`config.mk`:
```
export PLATFORM = sky130hd
export DESIGN_NAME = rst_supervisor
export DESIGN_NICKNAME = d
export VERILOG_FILES = /design/src/rtl/rst_sup_pkg.sv /design/src/rtl/rst_sup_sync.sv /design/src/rtl/rst_sup_tick.sv /design/src/rtl/rst_sup_wdog.sv /design/src/rtl/rst_sup_stretch.sv /design/src/rtl/rst_supervisor.sv
export SDC_FILE = /design/constraint.sdc
export NUM_CORES = 1
export LEC_CHECK = 0
export ABC_AREA = 1
export CORE_ASPECT_RATIO = 1.2
export CORE_MARGIN = 5
export CORE_UTILIZATION = 60
export DETAILED_ROUTE_END_ITERATION = 8
export PLACE_DENSITY = 0.79
export RECOVER_POWER = 50
export SLEW_MARGIN = 20
export SYNTH_ARGS = -nofsm -noshare
export SYNTH_HDL_FRONTEND = slang
export SYNTH_SLANG_ARGS = --single-unit
```
`constraint.sdc`:
```
create_clock -name clk -period 2.4 [get_ports clk]
set_clock_uncertainty 0.05 [all_clocks]
set_input_delay 0.72 -clock clk [delete_from_list [all_inputs] [get_ports clk]]
set_output_delay 0.72 -clock clk [all_outputs]
set_load 0.05 [all_outputs]
```
`src/rtl/rst_sup_pkg.sv`:
```
package rst_sup_pkg;

    typedef enum logic [1:0] {
        WD_LOW   = 2'b00,
        WD_HIGH  = 2'b01,
        WD_OPEN  = 2'b10,
        WD_OPEN2 = 2'b11
    } wd_code_e;

    typedef struct packed {
        logic internal;
        logic fast;
    } tb_cfg_t;

    function automatic logic wd_is_open(input logic [1:0] code);
        return code[1];
    endfunction

    function automatic int unsigned max3(input int unsigned a, input int unsigned b,
                                         input int unsigned c);
        int unsigned m;
        m = (a > b) ? a : b;
        return (m > c) ? m : c;
    endfunction

endpackage

```
`src/rtl/rst_sup_sync.sv`:
```
module rst_sup_sync #(
    parameter int unsigned W = 1,
    parameter logic [W-1:0] RST_VAL = '0
) (
    input  logic         clk,
    input  logic         rst,
    input  logic [W-1:0] d,
    output logic [W-1:0] q
);
    logic [W-1:0] meta;

    always_ff @(posedge clk) begin
        if (rst) begin
            meta <= RST_VAL;
            q    <= RST_VAL;
        end else begin
            meta <= d;
            q    <= meta;
        end
    end
endmodule

```
`src/rtl/rst_sup_tick.sv`:
```
module rst_sup_tick
    import rst_sup_pkg::*;
#(
    parameter int unsigned INT_DIV = 8
) (
    input  logic    clk,
    input  logic    rst,
    input  tb_cfg_t cfg,
    input  logic    ext_s,
    output logic    tick_o
);
    localparam int unsigned DW = (INT_DIV > 1) ? $clog2(INT_DIV) : 1;
    localparam logic [DW-1:0] DIV_LAST = DW'(INT_DIV - 1);

    logic [DW-1:0] div_cnt;
    logic          ext_prev;
    logic          int_tick;
    logic          ext_tick;

    assign int_tick = (div_cnt == DIV_LAST);
    assign ext_tick = ext_s & ~ext_prev;
    assign tick_o   = cfg.internal ? int_tick : ext_tick;

    always_ff @(posedge clk) begin
        if (rst) begin
            div_cnt  <= '0;
            ext_prev <= 1'b0;
        end else begin
            ext_prev <= ext_s;
            if (int_tick) div_cnt <= '0;
            else          div_cnt <= div_cnt + 1'b1;
        end
    end

    assert_div_range_R9: assert property (@(posedge clk) disable iff (rst)
        div_cnt <= DIV_LAST);
endmodule

```
`src/rtl/rst_sup_wdog.sv`:
```
module rst_sup_wdog
    import rst_sup_pkg::*;
#(
    parameter int unsigned CW = 8,
    parameter int unsigned LIMIT_MAX = 100
) (
    input  logic          clk,
    input  logic          rst,
    input  logic [1:0]    code_s,
    input  logic          tick,
    input  logic          hold_clr,
    input  logic [CW-1:0] limit,
    output logic          timeout_o,
    output logic          fault_n_o
);
    logic [1:0]    code_q;
    logic [CW-1:0] wd_cnt;
    logic          fault_q;
    logic          code_edge;
    logic          open_now;
    logic [CW:0]   cnt_next;

    assign code_edge = (code_s != code_q);
    assign open_now  = wd_is_open(code_s);
    assign cnt_next  = {1'b0, wd_cnt} + 1'b1;
    assign timeout_o = tick && !code_edge && !open_now && !hold_clr
                       && (cnt_next >= {1'b0, limit});
    assign fault_n_o = ~fault_q;

    always_ff @(posedge clk) begin
        if (rst) begin
            code_q  <= WD_OPEN;
            wd_cnt  <= '0;
            fault_q <= 1'b0;
        end else begin
            code_q <= code_s;
            if (code_edge || open_now || hold_clr || timeout_o)
                wd_cnt <= '0;
            else if (tick)
                wd_cnt <= cnt_next[CW-1:0];
            if (code_edge)      fault_q <= 1'b0;
            else if (timeout_o) fault_q <= 1'b1;
        end
    end

    assert_edge_clears_fault_R6: assert property (@(posedge clk) disable iff (rst)
        code_edge |=> !fault_q);
    assert_open_no_fault_R7: assert property (@(posedge clk) disable iff (rst)
        (open_now && $past(open_now)) |-> !fault_q);
    assert_held_in_reset_R10: assert property (@(posedge clk) disable iff (rst)
        hold_clr |=> (wd_cnt == '0));
    assert_cnt_bound_R10: assert property (@(posedge clk) disable iff (rst)
        32'(wd_cnt) <= LIMIT_MAX);
endmodule

```
`src/rtl/rst_sup_stretch.sv`:
```
module rst_sup_stretch #(
    parameter int unsigned RST_TICKS = 200
) (
    input  logic clk,
    input  logic rst,
    input  logic supply_ok_s,
    input  logic tick,
    input  logic wd_timeout,
    output logic active_o
);
    localparam int unsigned HW = $clog2(RST_TICKS + 1);
    localparam logic [HW-1:0] HOLD_FULL = HW'(RST_TICKS);

    logic [HW-1:0] hold_cnt;

    assign active_o = !supply_ok_s || (hold_cnt != '0);

    always_ff @(posedge clk) begin
        if (rst)                                hold_cnt <= HOLD_FULL;
        else if (!supply_ok_s || wd_timeout)    hold_cnt <= HOLD_FULL;
        else if (tick && hold_cnt != '0)        hold_cnt <= hold_cnt - 1'b1;
    end

    assert_release_on_tick_R3: assert property (@(posedge clk) disable iff (rst)
        $fell(active_o) |-> $past(tick));
    assert_hold_bound_R3: assert property (@(posedge clk) disable iff (rst)
        hold_cnt <= HOLD_FULL);
    assert_low_reload_R2: assert property (@(posedge clk) disable iff (rst)
        !supply_ok_s |=> (hold_cnt == HOLD_FULL));
endmodule

```
`src/rtl/rst_supervisor.sv`:
```
module rst_supervisor
    import rst_sup_pkg::*;
#(
    parameter int unsigned INT_DIV       = 100000,
    parameter int unsigned RST_TICKS     = 200,
    parameter int unsigned WD_FAST_TICKS = 100,
    parameter int unsigned WD_SLOW_TICKS = 1600,
    parameter int unsigned WD_EXT_TICKS  = 1600
) (
    input  logic       clk,
    input  logic       rst,
    input  logic       supply_ok_i,
    input  logic [1:0] wd_code_i,
    input  logic       tb_sel_i,
    input  logic       wd_fast_i,
    input  logic       ext_tick_i,
    output logic       rst_n_o,
    output logic       rst_o,
    output logic       low_line_n_o,
    output logic       wd_fault_n_o
);
    localparam int unsigned LIMIT_MAX = max3(WD_FAST_TICKS, WD_SLOW_TICKS, WD_EXT_TICKS);
    localparam int unsigned CW        = $clog2(LIMIT_MAX + 1);

    tb_cfg_t       cfg;
    logic          supply_s;
    logic          ext_s;
    logic [1:0]    code_s;
    logic          tick;
    logic          wd_timeout;
    logic          rst_active;
    logic [CW-1:0] wd_limit;

    assign cfg.internal = tb_sel_i;
    assign cfg.fast     = wd_fast_i;

    always_comb begin
        if (!cfg.internal)  wd_limit = CW'(WD_EXT_TICKS);
        else if (cfg.fast)  wd_limit = CW'(WD_FAST_TICKS);
        else                wd_limit = CW'(WD_SLOW_TICKS);
    end

    rst_sup_sync #(.W(1), .RST_VAL(1'b0)) u_sync_supply (
        .clk(clk), .rst(rst), .d(supply_ok_i), .q(supply_s));

    rst_sup_sync #(.W(1), .RST_VAL(1'b0)) u_sync_tick (
        .clk(clk), .rst(rst), .d(ext_tick_i), .q(ext_s));

    rst_sup_sync #(.W(2), .RST_VAL(WD_OPEN)) u_sync_code (
        .clk(clk), .rst(rst), .d(wd_code_i), .q(code_s));

    rst_sup_tick #(.INT_DIV(INT_DIV)) u_tick (
        .clk(clk), .rst(rst), .cfg(cfg), .ext_s(ext_s), .tick_o(tick));

    rst_sup_wdog #(.CW(CW), .LIMIT_MAX(LIMIT_MAX)) u_wdog (
        .clk(clk), .rst(rst), .code_s(code_s), .tick(tick),
        .hold_clr(rst_active), .limit(wd_limit),
        .timeout_o(wd_timeout), .fault_n_o(wd_fault_n_o));

    rst_sup_stretch #(.RST_TICKS(RST_TICKS)) u_stretch (
        .clk(clk), .rst(rst), .supply_ok_s(supply_s), .tick(tick),
        .wd_timeout(wd_timeout), .active_o(rst_active));

    assign low_line_n_o = supply_s;
    assign rst_n_o      = ~rst_active;
    assign rst_o        = rst_active;

    assert_lowline_resets_R4: assert property (@(posedge clk) disable iff (rst)
        !low_line_n_o |-> !rst_n_o);
    assert_timeout_resets_R5: assert property (@(posedge clk) disable iff (rst)
        wd_timeout |=> (!rst_n_o && !wd_fault_n_o));
endmodule

```
==> impl_metrics.ini <==
[grt]
grt_max_degree = 15
antenna_found_initial = 0
grt_pass1_wl_mm = 8.20
grt_pass1_vias = 2009
grt_usage_pct = 17.9
gr-total-overflow = 0

[routing]
final_antenna_net_count = 0
wl_met1_mm = 2.21
drt_iter0_markers = 103
first_pass_iters = 4
top_layer = met4
drc = 0
wl_per_cell_um = 10.6
wl_met3_um = 125
wl_met2_mm = 2.31
routed_wl_mm = 4.72
vias = 2141
viasPerCell = 4.80

[power]
irDropWorstVdd_mv = 0.398
powerDensity_nw_per_um2 = 457
finalPower_mw = 1.36
power_leakage_nw = 1.21

[floorplanning]
die_w_um = 69.5
die_y_um = 81.4
design.die.area_um2 = 5650
core_um2 = 4200
core.rowCount = 26
start_util_pct = 60.7
ios = 12

[placed_design]
place_area_um2 = 2800
place_ws_ps = -231
io_buffers = 11
globalplace.congestion = 0.845
place_hpwl_mm = 3.48

[clocking]
cts_hold_buf = 0
clock_path_buffers = 2
tritoncts = yes
clockRootBuffer = clkbuf_8
clock-sinks = 48
clkTransAtPathRegs_ps = 80
clock_latency_ps = 300
htreeDepth = 2
numCtsBuffers = 5

[cells_and_area]
fin_area_um2 = 2970
multi_input_area_um2 = 1350
drive_gt1_share_pct = 20.5
synthToLayoutAreaGrowth_pct = 16.7
num-fill-cells = 351
seqCellArea_um2 = 973
antenna_cells = 0
fin_nets = 405

[setup_path]
critical_path_class = reg -> out
max_stage_delay_ps = 310
critPathSlowestCell = dfxtp_1
cpMostUsedCell = inv_2
endpoint_kind = output port
cp_max_fo = 3
crit_chain = inv_2, ha_4, nand4_4, nor2_2, nand2_2, nor2_4, inv_2, buf_6
worstPathRequired_ps = 1630
start_kind = flop
crit_arrival_ps = 1560

[logic_synthesis]
ys.flop_type = dfxtp_1
synth_cell_types = 31
syn_area_um2 = 2550
synth-edff-count = 0
ys_warn_count = 0
netlist_top_cells_area = dfxtp_1 (38%), nand2_1 (11%), inv_1 (9.0%)
netlist_instances = 360
ys_seq_area_share_pct = 37.7
synth_top_area_share_pct = 37.7
yosys.cell_count.top_type = nand2_1
synth_seq_cells = 48
avgSynthCellArea_um2 = 7.07
synth_top_area_cell = dfxtp_1
async_flop_share_pct = 0
syn-num-nets = 376
ys_top_cells_by_count = nand2_1 (73), inv_1 (61), dfxtp_1 (48), nor2_1 (48), nand3_1 (19)

[sta]
period_share_pct = 97.2
hold_viol = 0
layout_setup_ws_ps = 68.0
whs_ps = 359
timing.slew.headroom_pct = 66.7
setup_viol = 0
slew_viol_final = 0
tightest_slew_ps = 497
period_minus_slack_ps = 2330
max_freq_mhz = 429

[min_path]
hp-class = reg -> reg

[job]
max-cap-violations = 0

[status]
status = complete, no violations
[through the flow]
step | util [%] | cells | setup TNS (ps)
final | 70.8 | 446 | 0
after global routing | 70.8 | 446 | -36.7
after CTS | 69.1 | 442 | 0
after detailed placement | 66.6 | 434 | -4020
after global placement | 66.6 | 434 | -2970
after floorplan | - | 360 | 0
[worst max-delay path, delay by kind of cell, from the launching register on]
kind                       cells  cell delay, ps
adders and majority gates      1             170
buffers and inverters          3             290
DFF                            1             310
and+or+nand+nor                4             490
[worst paths after layout]
path | depth (start not counted) | slack (ps) | to | startpoint
min reg2reg | 2 | 360 | u_sync_code.q[0]$_SDFF_PP0_ | u_sync_code.meta[0]$_SDFF_PP0_
max reg2reg | 14 | 190 | u_stretch.hold_cnt[1]$_SDFFE_PP0P_ | u_wdog.wd_cnt[4]$_SDFFE_PP0N_
max | 8 | 70 | rst_o | u_stretch.hold_cnt[0]$_SDFFE_PP0P_
min | 2 | 360 | u_sync_code.q[0]$_SDFF_PP0_ | u_sync_code.meta[0]$_SDFF_PP0_
[cells in the final DEF, fill, tap and decap left out, types with 5 or more instances in the layout]
cell type	synthesis	layout
dfxtp_1	48	40
nor3b_1	5	5
buf_4	0	14
inv_2	4	10
inv_1	61	55
dfxtp_2	0	7
nor2_1	48	46
nor2_2	15	17
a21oi_1	6	6
nand4_1	5	5
nand2_2	5	6
nand3_1	19	19
nor3_1	5	5
clkbuf_8	0	5
xor2_1	11	11
clkdlybuf4s50_1	0	8
o21ai_0	14	14
nand2_1	73	71
ha_1	8	6
[metal layers]
layer	vias up	GRT usage, %
met5	-	0
met4	0	6.84
met3	6	4.21
met2	24	32.4
met1	952	20.6
li1	1159	-
[what timing repair did]
action	CTS	global route
gates resized for setup	4	24
setup endpoints to repair	2	22
buffers inserted	0	4
pin swaps	2	9
[cell type report]
| cell class | instances | share of cell area [%] |
|---|---|---|
| Clock buffer | 7 | 2.57 |
| Tap cell | 56 | 2.36 |
| Clock inverter | 1 | 0.295 |
| Timing Repair Buffer | 28 | 8.26 |
| Multi-Input combinational cell | 241 | 45.5 |
| Inverter | 65 | 8.21 |
| Sequential cell | 48 | 32.8 |
[power breakdown]
part | leakage [nW] | switching, mW | internal, mW | total, mW
Combinational | 0.771 | 0.0384 | 0.0317 | 0.0701
Sequential | 0.394 | 0.00540 | 0.807 | 0.812
Clock | 0.0424 | 0.266 | 0.209 | 0.474
[cells by family after synthesis]
kind of cell / after synthesis / synth area share (%)
AND/OR/NAND/NOR: 190 / 35.9
XOR/XNOR: 16 / 5.50
AO/OA/AOI/OAI: 27 / 5.95
flip-flops: 48 / 37.7
buffers and inverters: 71 / 11.0
adder cells (fa/ha/maj): 8 / 3.93
[flip-flops by register name, summed over array words and instances (netlist names)]
signal and flops:
u_tick.div_cnt 17, u_sync_code.meta 2, u_sync_tick.q 1, u_tick.ext_prev 1
u_sync_supply.meta 1, u_wdog.fault_q 1, u_sync_supply.q 1, u_wdog.code_q 2
u_sync_code.q 2, u_wdog.wd_cnt 11, u_sync_tick.meta 1, u_stretch.hold_cnt 8
(Power assumes the default switching activity.)
